## config.mk

```make
export PLATFORM = sky130hd
export DESIGN_NAME = fwp_top
export DESIGN_NICKNAME = d
export VERILOG_FILES = /design/src/rtl/fwp_pkg.sv /design/src/rtl/fwp_strobe_filter.sv /design/src/rtl/fwp_por_timer.sv /design/src/rtl/fwp_lock_reg.sv /design/src/rtl/fwp_prot_arbiter.sv /design/src/rtl/fwp_top.sv
export SDC_FILE = /design/constraint.sdc
export NUM_CORES = 1
export LEC_CHECK = 0
export BUFFER_PORTS_ARGS = -buffer_cell sky130_fd_sc_hd__buf_4
export CORE_ASPECT_RATIO = 1.75
export CORE_MARGIN = 4
export CORE_UTILIZATION = 39
export DETAILED_ROUTE_END_ITERATION = 16
export SLEW_MARGIN = 0
export SYNTH_ARGS = -nofsm -noshare
export SYNTH_HDL_FRONTEND = slang
export SYNTH_SLANG_ARGS = --single-unit
export TNS_END_PERCENT = 20
```

## constraint.sdc

```tcl
create_clock -name clk_i -period 1.4 [get_ports clk_i]
set_input_delay 0.28 -clock clk_i [delete_from_list [all_inputs] [get_ports clk_i]]
set_output_delay 0.28 -clock clk_i [all_outputs]
set_load 0.01 [all_outputs]
```

## src/rtl/fwp_pkg.sv

```systemverilog
package fwp_pkg;

  typedef enum logic [2:0] {
    SRC_NONE,
    SRC_POWER,
    SRC_CHIP_WP,
    SRC_BOOT_PIN,
    SRC_SW_LOCK
  } prot_src_e;

  // Highest-priority reason that blocks a write; SRC_NONE means writable.
  function automatic prot_src_e pick_src(logic pwr_ok, logic wp_n, logic tbl_n,
                                         logic sw_lock, logic in_boot);
    if (!pwr_ok)                 return SRC_POWER;
    if (!wp_n)                   return SRC_CHIP_WP;
    if (in_boot && !tbl_n)       return SRC_BOOT_PIN;
    if (in_boot && sw_lock)      return SRC_SW_LOCK;
    return SRC_NONE;
  endfunction

endpackage

```

## src/rtl/fwp_strobe_filter.sv

```systemverilog
module fwp_strobe_filter #(
  parameter int unsigned MIN_PULSE_CYC = 2
) (
  input  logic clk_i,
  input  logic rst_ni,
  input  logic we_ni,
  input  logic oe_ni,
  output logic stb_o
);
  localparam int unsigned CW = $clog2(MIN_PULSE_CYC + 1);
  localparam logic [CW-1:0] LIM = CW'(MIN_PULSE_CYC);

  logic          qual;
  logic [CW-1:0] cnt_q;
  logic          stb_q;

  assign qual = !we_ni && oe_ni;

  always_ff @(posedge clk_i or negedge rst_ni) begin
    if (!rst_ni) begin
      cnt_q <= '0;
      stb_q <= 1'b0;
    end else if (!qual) begin
      cnt_q <= '0;
      stb_q <= 1'b0;
    end else begin
      if (cnt_q != LIM) cnt_q <= cnt_q + 1'b1;
      stb_q <= (cnt_q >= LIM - 1'b1);
    end
  end

  assign stb_o = stb_q;

  a_r8_inhibit_drops: assert property (@(posedge clk_i) disable iff (!rst_ni)
    (!oe_ni || we_ni) |=> !stb_o);

  a_r7_rise_needs_qual: assert property (@(posedge clk_i) disable iff (!rst_ni)
    $rose(stb_o) |-> $past(qual));

  generate
    if (MIN_PULSE_CYC >= 2) begin : g_width
      a_r7_no_single_cycle: assert property (@(posedge clk_i) disable iff (!rst_ni)
        $rose(stb_o) |-> $past(qual, 2));
    end
  endgenerate

endmodule

```

## src/rtl/fwp_por_timer.sv

```systemverilog
module fwp_por_timer #(
  parameter int unsigned POR_CYC = 500000
) (
  input  logic clk_i,
  input  logic rst_ni,
  input  logic pwr_good_i,
  output logic done_o
);
  localparam int unsigned CW = $clog2(POR_CYC + 1);
  localparam logic [CW-1:0] LAST = CW'(POR_CYC - 1);

  logic [CW-1:0] cnt_q;
  logic          done_q;

  always_ff @(posedge clk_i or negedge rst_ni) begin
    if (!rst_ni) begin
      cnt_q  <= '0;
      done_q <= 1'b0;
    end else if (!pwr_good_i) begin
      cnt_q  <= '0;
      done_q <= 1'b0;
    end else if (!done_q) begin
      cnt_q  <= cnt_q + 1'b1;
      done_q <= (cnt_q == LAST);
    end
  end

  assign done_o = done_q;

  a_r9_done_needs_power: assert property (@(posedge clk_i) disable iff (!rst_ni)
    done_o |-> $past(pwr_good_i));

  a_r10_loss_restarts: assert property (@(posedge clk_i) disable iff (!rst_ni)
    !pwr_good_i |=> !done_o);

endmodule

```

## src/rtl/fwp_lock_reg.sv

```systemverilog
module fwp_lock_reg (
  input  logic clk_i,
  input  logic rst_ni,
  input  logic pwr_good_i,
  input  logic set_i,
  output logic lock_o
);
  logic lock_q;

  // Sticky: only reset or power loss clears it.
  always_ff @(posedge clk_i or negedge rst_ni) begin
    if (!rst_ni)          lock_q <= 1'b0;
    else if (!pwr_good_i) lock_q <= 1'b0;
    else if (set_i)       lock_q <= 1'b1;
  end

  assign lock_o = lock_q;

  a_r2_pulse_sets: assert property (@(posedge clk_i) disable iff (!rst_ni)
    (set_i && pwr_good_i) |=> lock_o);

  a_r3_sticky: assert property (@(posedge clk_i) disable iff (!rst_ni)
    (lock_o && pwr_good_i) |=> lock_o);

  a_r10_loss_clears: assert property (@(posedge clk_i) disable iff (!rst_ni)
    !pwr_good_i |=> !lock_o);

endmodule

```

## src/rtl/fwp_prot_arbiter.sv

```systemverilog
module fwp_prot_arbiter
  import fwp_pkg::*;
#(
  parameter int unsigned ADDR_W     = 18,
  parameter int unsigned BOOT_BYTES = 16384
) (
  input  logic [ADDR_W-1:0] addr_i,
  input  logic              pwr_ok_i,
  input  logic              wp_ni,
  input  logic              tbl_ni,
  input  logic              sw_lock_i,
  output logic              allow_o
);
  localparam logic [ADDR_W-1:0] BOOT_BASE = ADDR_W'((2 ** ADDR_W) - BOOT_BYTES);

  logic      in_boot;
  prot_src_e src;

  assign in_boot = (addr_i >= BOOT_BASE);
  assign src     = pick_src(pwr_ok_i, wp_ni, tbl_ni, sw_lock_i, in_boot);
  assign allow_o = (src == SRC_NONE);

endmodule

```

## src/rtl/fwp_top.sv

```systemverilog
module fwp_top #(
  parameter int unsigned ADDR_W        = 18,
  parameter int unsigned BOOT_BYTES    = 16384,
  parameter int unsigned MIN_PULSE_CYC = 2,
  parameter int unsigned POR_CYC       = 500000
) (
  input  logic              clk_i,
  input  logic              rst_ni,
  input  logic [ADDR_W-1:0] addr_i,
  input  logic              we_ni,
  input  logic              oe_ni,
  input  logic              tbl_ni,
  input  logic              wp_ni,
  input  logic              pwr_good_i,
  input  logic              sw_lock_i,
  output logic              allow_o,
  output logic              wr_stb_o
);
  localparam logic [ADDR_W-1:0] BOOT_BASE = ADDR_W'((2 ** ADDR_W) - BOOT_BYTES);

  logic por_done;
  logic sw_lock;
  logic pwr_ok;

  fwp_strobe_filter #(.MIN_PULSE_CYC(MIN_PULSE_CYC)) u_filt (
    .clk_i (clk_i),
    .rst_ni(rst_ni),
    .we_ni (we_ni),
    .oe_ni (oe_ni),
    .stb_o (wr_stb_o)
  );

  fwp_por_timer #(.POR_CYC(POR_CYC)) u_por (
    .clk_i     (clk_i),
    .rst_ni    (rst_ni),
    .pwr_good_i(pwr_good_i),
    .done_o    (por_done)
  );

  fwp_lock_reg u_lock (
    .clk_i     (clk_i),
    .rst_ni    (rst_ni),
    .pwr_good_i(pwr_good_i),
    .set_i     (sw_lock_i),
    .lock_o    (sw_lock)
  );

  assign pwr_ok = pwr_good_i && por_done;

  fwp_prot_arbiter #(.ADDR_W(ADDR_W), .BOOT_BYTES(BOOT_BYTES)) u_arb (
    .addr_i   (addr_i),
    .pwr_ok_i (pwr_ok),
    .wp_ni    (wp_ni),
    .tbl_ni   (tbl_ni),
    .sw_lock_i(sw_lock),
    .allow_o  (allow_o)
  );

  a_r5_wp_blocks_all: assert property (@(posedge clk_i) disable iff (!rst_ni)
    !wp_ni |-> !allow_o);

  a_r4_pin_blocks_boot: assert property (@(posedge clk_i) disable iff (!rst_ni)
    (!tbl_ni && (addr_i >= BOOT_BASE)) |-> !allow_o);

  a_r9_power_blocks: assert property (@(posedge clk_i) disable iff (!rst_ni)
    (!pwr_good_i || !por_done) |-> !allow_o);

  a_r2_lock_blocks_boot: assert property (@(posedge clk_i) disable iff (!rst_ni)
    (sw_lock && (addr_i >= BOOT_BASE)) |-> !allow_o);

endmodule

```

==> impl_results.md <==
* Drt pass-1 iters at 4
* Top delay family on crit path: simple AND/OR/NAND/NOR gates
* #FFs+latches synth at 24
* Share of cells above drive strength 1 at 36.05%
* Failing checks: negative setup slack
* Ant. Diodes at 0
* CTS tree: yes
* Antenna violations before repair at 0
* Nets@finish at 203
* CP Capture Type: flip-flop
* DRT iter0 DRCs at 18
* Row count at 27
* Core area at between 3000 and 4000 µm²
* Worst-Skew Late Latency at 0.27 ns
* Vias at about 1,200
* Worst Clk Skew at ~0.0068 ns
* Crit-path slowest cell: or4_1
* Post-DP HPWL at 2260 µm
* Root cell of the clock tree: clkbuf_8
* Die width at 51.71 µm
* Slew at the pin closest to its max-slew limit at 0.3168 ns
* HP Class: primary input to flip-flop
* Register area share after synthesis at 46.07%
* DRC viols at 0
* Critical path launch point type: flip-flop
* Placed inst area at 1622 µm²
* Clock transition at path regs at 0.09 ns
* GR Overflow Total at 0
* CTS Buffer Depth at 2
* Final WS setup at -0.06647 ns
* Crit path largest cell delay at 0.54 ns
* Die Ht at 84.49 µm
* IO Pins at 28
* Final core utilization at 55.91%
* P per Cell Area at 705.7 nW/µm²
* Endpoints failing setup at 11
* Fraction of the cycle the final worst path needs at 104.7%
* Met2 Usage GRT at roughly 30%
* Final Wtd Congestion at 0.7809
* Synthesized area at roughly 1300 µm²
* Relative slew margins at 78.88%
* Outcome: finished, violations left
* Vias per std cell at 5.419
* Total power at 1.253 mW
* Max-Cap Viols at 0
* Syn Nets at 159
* Clock sinks at 24
* Global-route met1 utilization at between 10% and 20%
* # H-tree levels at 1
* Synth cell types at 40
* Drt total wl at between 3000 and 4000 µm
* PortBufs at 13
* Post-synthesis area per instance at 10.03 µm²
* Starting Density at between 40% and 50%
* CP arrival at 1.67 ns
* Top Usage Layer GRT: met2
* YS warnings at 0
* Met3 usage at 1.776%
* Fmax at 681.9 MHz
* Die area at 4368 µm²
* Leak Pwr at 0.7630 nW
* Pin count of the biggest net entering global routing at 25
* CP Buf/Inv Count at 0
* Final ANT Viol Nets at 0
* Crit path time final at roughly 1.5 ns
* Final Cell Area at between 1500 and 2000 µm²
* Final Slew Violations at 0
* Area grow syn2layout at 36.18%
* Crit Path Class: flip-flop to flip-flop
* Mapped Cells at 130
* Vias in the first global route at 1,294
* Wire length per cell at 14.22 µm
* Overall Global Routing Usage at ~16%
* CP Data Required Time at between 1.5 and 2 ns
* Cell breakdown of the critical path: ha_4 -> nand3_4 -> or4_1 -> a21oi_2
* CTS buffer count at 3
* Peak supply drop at 0.0006008 V
* RSZ-0062 raised after global routing: true
* Fin. Hold Viols at 0
* First-pass GRT wire length at 5609 µm
* Critical path peak fanout at 7
## worst min-delay path: cells and delay by family
kind          cells  cell delay [ns]
simple gates      2             0.10
buf+inv           1             0.07
## power breakdown
group | switching [mW] | internal, mW | total [mW]
logic | 0.0583 | 0.0614 | 0.120
clock network | 0.223 | 0.193 | 0.416
registers | 0.0112 | 0.706 | 0.717
total | 0.293 | 0.960 | 1.25
## kinds of logic after synthesis
kind of cell    synth area share, %
compound gates                10.46
xor+xnor                      4.703
fa+ha+maj                     2.879
buf+inv                       3.646
flops                         46.07
mux                           3.071
simple gates                  29.18
## layer usage
| metal | wire length (µm) | share of wire (%) |
|---|---|---|
| met1 | 1163 | 38 |
| met2 | 1737 | 57 |
| met3 | 93 | 3.0 |
| met4 | 63 | 2.1 |
| met5 | 0 | 0 |
## cell usage in the layout, fill, tap and decap left out, types with 2 or more instances in the layout
| master | count |
|---|---|
| buf_4 | 40 |
| dfrtp_1 | 23 |
| nor2_1 | 13 |
| nand2_1 | 9 |
| a21oi_1 | 7 |
| xor2_1 | 6 |
| nand4_1 | 5 |
| o31ai_1 | 5 |
| or4_1 | 5 |
| inv_1 | 4 |
| nand2b_1 | 4 |
| mux2i_1 | 4 |
| nand3_4 | 3 |
| a21oi_2 | 3 |
| o21ai_1 | 3 |
| or3_1 | 3 |
| clkbuf_8 | 3 |
| and2_4 | 2 |
| nand3_1 | 2 |
| nor4_2 | 2 |
| ha_1 | 2 |
| buf_6 | 2 |
## stage by stage
step,setup WS (ns),cells,hold WS (ns),setup TNS (ns)
floorplan,-0.01727,130,-0.01559,-0.05141
global placement,-0.07770,208,0.1951,-0.4355
detailed placement,-0.1269,208,0.2016,-0.6385
CTS,-0.05512,214,0.2260,-0.3501
global route,-0.1242,215,0.2268,-1.357
finish,-0.06647,215,0.2251,-0.4130
## worst paths after layout
path	slack, ns	start	cells past startpoint	endpoint
worst max-delay path	-0.07	u_por.cnt_q[0]$_DFFE_PN0N_	4	u_por.cnt_q[16]$_DFFE_PN0N_
worst min-delay path	0.23	sw_lock_i	3	u_lock.lock_o$_DFFE_PN0P_
worst max register to register	-0.07	u_por.cnt_q[0]$_DFFE_PN0N_	4	u_por.cnt_q[16]$_DFFE_PN0N_
worst min register to register	0.50	u_lock.lock_o$_DFFE_PN0P_	2	u_lock.lock_o$_DFFE_PN0P_
max in group asynchronous	0.70	rst_ni	2	u_por.cnt_q[11]$_DFFE_PN0N_
min in group asynchronous	0.44	rst_ni	2	u_por.cnt_q[8]$_DFFE_PN0N_
## layout make-up
type	count	area [µm²]
Sequential cell	24	601.8
Tap cell	43	53.80
Fill cell	307	1400
Multi-Input combinational cell	97	726.9
Timing Repair Buffer	43	332.8
Inverter	5	18.77
Clock buffer	3	41.29
## cells in the mapped netlist, drive strengths merged
cell / number / area [µm²]
buf: 3 / 25.02
or4: 5 / 37.54
nor4b: 1 / 8.760
and3: 1 / 6.260
inv: 4 / 15.01
or4b: 1 / 10.01
o21a: 1 / 7.510
nor3b: 1 / 7.510
nor2b: 1 / 6.260
and2: 4 / 27.53
nand2b: 4 / 25.02
nand4: 5 / 31.28
nor4: 4 / 31.28
clkinv: 1 / 3.750
o21ai: 3 / 15.01
and4: 1 / 8.760
xnor2: 1 / 8.760
and4b: 1 / 10.01
nor2: 13 / 48.80
clkbuf: 1 / 3.750
o31ai: 5 / 37.54
nand3: 5 / 55.05
ha: 3 / 37.54
o41ai: 1 / 8.760
o31a: 1 / 8.760
nand2: 10 / 40.04
nand3b: 1 / 7.510
or3: 3 / 18.77
a21oi: 10 / 50.05
mux2i: 4 / 40.04
o311ai: 1 / 8.760
xor2: 6 / 52.55
dfrtp: 24 / 600.6
## flip-flops by register name, summed over array words and instances (netlist names)
signal / count
u_filt.stb_o: 1
u_por.done_o: 1
u_lock.lock_o: 1
u_por.cnt_q: 19
u_filt.cnt_q: 2
## timing repair
item | CTS | global route
setup buffers | 2 | 1
endpoints found under the hold margin | 24 | 0
hold buffers | 1 | 0
pin swaps | 7 | 2
setup endpoints to repair | 13 | 14
resized for setup | 7 | 11
No activity file was read; power rests on OpenSTA's default activity.
